===== config.mk =====
export PLATFORM = sky130hd
export DESIGN_NAME = cir_rx_regs
export DESIGN_NICKNAME = d
export VERILOG_FILES = /design/src/rtl/cir_rx_regs.sv
export SDC_FILE = /design/constraint.sdc
export NUM_CORES = 1
export LEC_CHECK = 0
export ABC_AREA = 1
export BUFFER_PORTS_ARGS = -buffer_cell sky130_fd_sc_hd__buf_2
export CORE_MARGIN = 2
export CORE_UTILIZATION = 56
export DETAILED_ROUTE_END_ITERATION = 12
export PLACE_DENSITY = 0.87
export SYNTH_ARGS = -nofsm -noshare
export SYNTH_HDL_FRONTEND = slang
export SYNTH_SLANG_ARGS = --single-unit

===== constraint.sdc =====
create_clock -name clk -period 2.7 [get_ports clk]
set_input_delay 0.405 -clock clk [delete_from_list [all_inputs] [get_ports clk]]
set_output_delay 0.405 -clock clk [all_outputs]
set_load 0.02 [all_outputs]

===== src/rtl/cir_rx_regs.sv =====
module cir_rx_regs #(
  parameter int DEPTH            = 32,
  parameter int TICKS_PER_SAMPLE = 2500,
  parameter int IDLE_RST         = 20
) (
  input  logic       clk,
  input  logic       rst_n,
  input  logic       reg_wr,
  input  logic       reg_rd,
  input  logic [2:0] reg_addr,
  input  logic [7:0] reg_wdata,
  output logic [7:0] reg_rdata,
  input  logic       smp_valid,
  input  logic [7:0] smp_data,
  input  logic       tx_underrun_evt,
  input  logic       tx_done_evt,
  output logic       irq
);

  localparam int AW = (DEPTH > 1) ? $clog2(DEPTH) : 1;
  localparam int CW = $clog2(DEPTH + 1);
  localparam int PW = (TICKS_PER_SAMPLE > 1) ? $clog2(TICKS_PER_SAMPLE) : 1;
  localparam logic [2:0] A_STAT = 3'd0, A_CTRL = 3'd1, A_RXD = 3'd2,
                         A_TXC = 3'd3, A_TXD = 3'd4, A_IDLE = 3'd5;

  logic [7:0]    mem [DEPTH];
  logic [AW-1:0] wp, rp;
  logic [CW-1:0] cnt, cnt_nxt;
  logic [3:0]    evt, w1c;
  logic          ie, ovf;
  logic [7:0]    txc, txd, idle_lim, idle_cnt;
  logic [PW-1:0] pre;

  wire wr_st  = reg_wr && reg_addr == A_STAT;
  wire wr_ctl = reg_wr && reg_addr == A_CTRL;
  wire full   = cnt == CW'(DEPTH);
  wire empty  = cnt == '0;
  wire push   = smp_valid && !full;
  wire pop    = reg_rd && reg_addr == A_RXD && !empty;
  wire tick   = pre == PW'(TICKS_PER_SAMPLE - 1);
  wire to_hit = tick && !smp_valid && !empty && idle_lim != 8'd0 &&
                idle_cnt == idle_lim - 8'd1;

  assign w1c     = wr_st ? reg_wdata[3:0] : 4'd0;
  assign cnt_nxt = cnt + CW'(push) - CW'(pop);
  assign irq     = ie & |evt;

  always_ff @(posedge clk)
    if (push) mem[wp] <= smp_data;

  always_ff @(posedge clk or negedge rst_n) begin
    if (!rst_n) begin
      wp <= '0; rp <= '0; cnt <= '0;
      evt <= '0; ie <= 1'b0; ovf <= 1'b0;
      txc <= '0; txd <= '0; idle_lim <= 8'(IDLE_RST);
      idle_cnt <= '0; pre <= '0;
    end else begin
      if (push) wp <= (wp == AW'(DEPTH - 1)) ? '0 : wp + AW'(1);
      if (pop)  rp <= (rp == AW'(DEPTH - 1)) ? '0 : rp + AW'(1);
      cnt <= cnt_nxt;

      if (smp_valid) begin
        pre <= '0;
        idle_cnt <= '0;
      end else if (tick) begin
        pre <= '0;
        if (idle_cnt != 8'hFF) idle_cnt <= idle_cnt + 8'd1;
      end else begin
        pre <= pre + PW'(1);
      end

      evt[0] <= (cnt_nxt == '0) ? 1'b0 : ((evt[0] & ~w1c[0]) | push);
      evt[1] <= (cnt_nxt == '0) ? 1'b0 : ((evt[1] & ~w1c[1]) | to_hit);
      evt[2] <= (evt[2] & ~w1c[2]) | tx_underrun_evt;
      evt[3] <= (evt[3] & ~w1c[3]) | tx_done_evt;
      if (wr_st) ie <= reg_wdata[7];

      ovf <= (ovf & ~(wr_ctl & reg_wdata[0])) | (smp_valid & full);

      if (reg_wr && reg_addr == A_TXC)  txc <= reg_wdata;
      if (reg_wr && reg_addr == A_TXD)  txd <= reg_wdata;
      if (reg_wr && reg_addr == A_IDLE) idle_lim <= reg_wdata;
    end
  end

  always_comb begin
    case (reg_addr)
      A_STAT:  reg_rdata = {ie, 3'b000, evt};
      A_CTRL:  reg_rdata = {7'd0, ovf};
      A_RXD:   reg_rdata = empty ? 8'h00 : mem[rp];
      A_TXC:   reg_rdata = txc;
      A_TXD:   reg_rdata = txd;
      A_IDLE:  reg_rdata = idle_lim;
      default: reg_rdata = 8'h00;
    endcase
  end

  AST_NO_OVERFLOW: assert property (@(posedge clk) disable iff (!rst_n)
    cnt <= CW'(DEPTH)) else $error("count above depth");

  AST_OVF_STICKY: assert property (@(posedge clk) disable iff (!rst_n)
    (ovf && !(wr_ctl && reg_wdata[0])) |=> ovf) else $error("overflow lost");

  AST_PUSH_FLAGS: assert property (@(posedge clk) disable iff (!rst_n)
    (smp_valid && !full) |=> evt[0]) else $error("push without flag");

  AST_EMPTY_CLEARS: assert property (@(posedge clk) disable iff (!rst_n)
    (cnt == '0) |-> (evt[1:0] == 2'b00)) else $error("rx flag on empty");

  AST_W1C_DONE: assert property (@(posedge clk) disable iff (!rst_n)
    (wr_st && reg_wdata[3] && !tx_done_evt) |=> !evt[3]) else $error("w1c failed");

  AST_IRQ_GATED: assert property (@(posedge clk) disable iff (!rst_n)
    (wr_st && !reg_wdata[7]) |=> !irq) else $error("irq while disabled");

endmodule


==> out/qor.yml <==
outcome: "finished, violations left"
violations: "setup timing"
max-clock-path-buffers: 3
cts.sinks: 322
start_util_pct: 57.5
finalCriticalPeriod_ps: 3010
avgSynthCellArea_um2: 10.7
synth.most_common_cell: "edfxtp_1"
clk_pin_slew_ps: 60
area_delta_synth_final_pct: 20.0
cp_data_required_time_ps: 2300
gr-usage-met2_pct: 48.7
p_switching_mw: 6.20
worstSetupStartpointType: "flop"
synth.ff_latch_count: 322
reg2reg_from: "cnt[3]"
power_mw: 17.2
insertion_delay_ps: 560
internal_power_mw: 10.9
synth_cell_types: 44
period_share_pct: 112
dp.cells: 1682
fillers: 1479
yosysTopAreaCell: "edfxtp_1"
timing.hold.ws_ps: 37.9
routed_wl_um: 38600
cts_max_level: 1
synth_edf_count: 256
grt_use_met3_pct: 3.72
drt_iter0_markers: 1431
worst_slack_ps: -313
numCtsBuffers: 31
hold_start: "tx_done_evt"
clkPwrFrac_pct: 27.3
relSlewSlack_pct: 51.1
drv_cap: 0
overflow: 0
synth_fp_nets: 1365
coreArea_um2: 24500
cp_max_fo: 19
p_comb_share_pct: 37.3
num_rows: 57
portBuffers: 34
wire_per_inst_um: 21.8
io_pins: 35
startpoint: "rp[0]"
dr.pass1.iters: 8
synthTopCellsByArea: "edfxtp_1, dfrtp_1, nor2_1, o21ai_0, nand2_1"
gp_congestion: 0.899
synth_common_cells: "edfxtp_1, nor2_1, nand2_1, o21ai_0, inv_1"
grt_max_degree: 52
dp_hpwl_um: 21000
die_w_um: 162
cp-end-kind: "primary output"
synth_ff_type: "edfxtp_1"
layout.nets: 1472
syn-cell-area_um2: 14100
grt_usage_pct: 28.1
grt_pass1_wl_um: 57200
finClkSkew_ps: 11.1
cts_tree: "yes"
met1_usage_pct: 35.1
slew_violations: 0
vias: 11000
die_h_um: 162
timing.fmax_mhz: 332
worst_pin_slew_ps: 734
synth_cells: 1319
fp.dieArea_um2: 26400
fin_tns_setup_ps: -1870
setup_violations: 10
hold_viol: 0
drive_gt1_share_pct: 18.3
clockRootBuffer: "clkbuf_16"
swShare_pct: 36.2
powerDensity_nw_per_um2: 1020
avgViaCountPerCell: 6.20
seq_area_frac_synth_pct: 66.4
antenna_found_initial: 0
synthArstFlopShare_pct: 20.5
crit_arrival_ps: 2610
yosys.area.top_type_share_pct: 54.7
irDropWorstVdd_mv: 0.609
synth_warnings: 0
first_global_vias: 10800
fin_cells: 1774
antenna_cells: 0
final_antenna_net_count: 0
busiest_layer: "met2"
leakage_nw: 6.45
rsz0062_at_grt: "yes"
hold_path_class: "in -> reg"
criticalPathCategory: "reg -> out"
drc: 0
seqPwrFrac_pct: 35.4
-- routing by layer --
metal  up-vias  share of wire (%)
li1       4790                  -
met5         -                  0
met1      5228                 34
met3       175                 11
met4         0                5.5
met2       807                 49
-- final timing paths --
| check | to | slack (ps) | cells past startpoint |
|---|---|---|---|
| min reg2reg | ie | 490 | 2 |
| max in group asynchronous | idle_lim[4] | 1550 | 3 |
| max | reg_rdata[6] | -310 | 11 |
| min in group asynchronous | idle_lim[5] | 410 | 2 |
| min | evt[3] | 40 | 3 |
| max reg2reg | evt[1] | -40 | 17 |
-- power by group through the flow --
stage	sequential (mW)	clock, mW	combinational (mW)
finish	6.07	4.68	6.40
global route	6.10	4.88	6.79
CTS	6.04	4.66	5.62
detailed placement	6.13	0	4.55
global placement	6.10	0	4.38
floorplan	6.03	0	3.17
-- cell type report --
cell class              instances  area, um^2  share of cell area (%)
clock inverters                19         265                    1.57
clock buffers                  38         832                    4.93
well taps                     324         405                    2.40
flip-flops and latches        322        9350                    55.4
inverters                     103         407                    2.41
repair buffers                128        1280                    7.58
multi-input cells             840        4340                    25.7
-- layout by cell type (no fill, tap or decap), drive strengths merged, types with 8 or more instances in the layout --
master  synthesis  final
dfrtp          64     64
o211ai         32     32
nor2          241    241
a21oi          36     36
or2             9      9
buf            36    122
o22ai           8      8
nor3            9      9
clkbuf         18     41
clkinv          4     16
ha             19     19
nand3          74     74
inv            99     99
edfxtp        256    256
nand2         190    190
nand4          10     10
o21ai         184    184
-- critical path: stages, from the launching register on --
cell	delay [ps]
dfrtp_4	520
buf_6	150
bufbuf_16	290
nor2_1	140
nor2_1	80
o21ai_1	130
o211ai_1	160
nand3_1	160
nand2_1	100
nand3_2	120
nand2_2	60
buf_6	140
-- logic make-up (layout without fill, tap and decap cells) --
kind of cell / Yosys count / count (layout) / synth area share (%)
AO/OA/AOI/OAI: 276 / 276 / 10.8
XOR/XNOR: 7 / 7 / 0.436
AND/OR/NAND/NOR: 537 / 537 / 15.7
buffers and inverters: 157 / 288 / 4.83
adder cells (fa/ha/maj): 20 / 20 / 1.83
flip-flops: 322 / 322 / 66.4
-- per-stage QoR --
step / area (um^2) / util [%] / setup WS [ps]
CTS: 16600 / 68.0 / -165
global route: 16900 / 69.0 / -334
floorplan: 14100 / - / 33.3
global placement: 14800 / 60.7 / 36.7
finish: 16900 / 69.0 / -313
detailed placement: 14800 / 60.7 / -95.0
-- flip-flops by register name, summed over array words and instances (netlist names) --
name	cells
wp	5
pre	12
txd	8
idle_cnt	8
cnt	6
ie	1
idle_lim	8
evt	4
rp	5
ovf	1
mem	256
txc	8
-- timing repair --
action | in CTS | in global routing
gates cloned | 8 | 3
setup endpoints to repair | 11 | 11
pin swaps | 27 | 23
buffers inserted | 19 | 5
gates resized for setup | 101 | 54
endpoints found under the hold margin | 25 | 0
hold buffers | 1 | 0
Power figures use the tool's default switching activity.
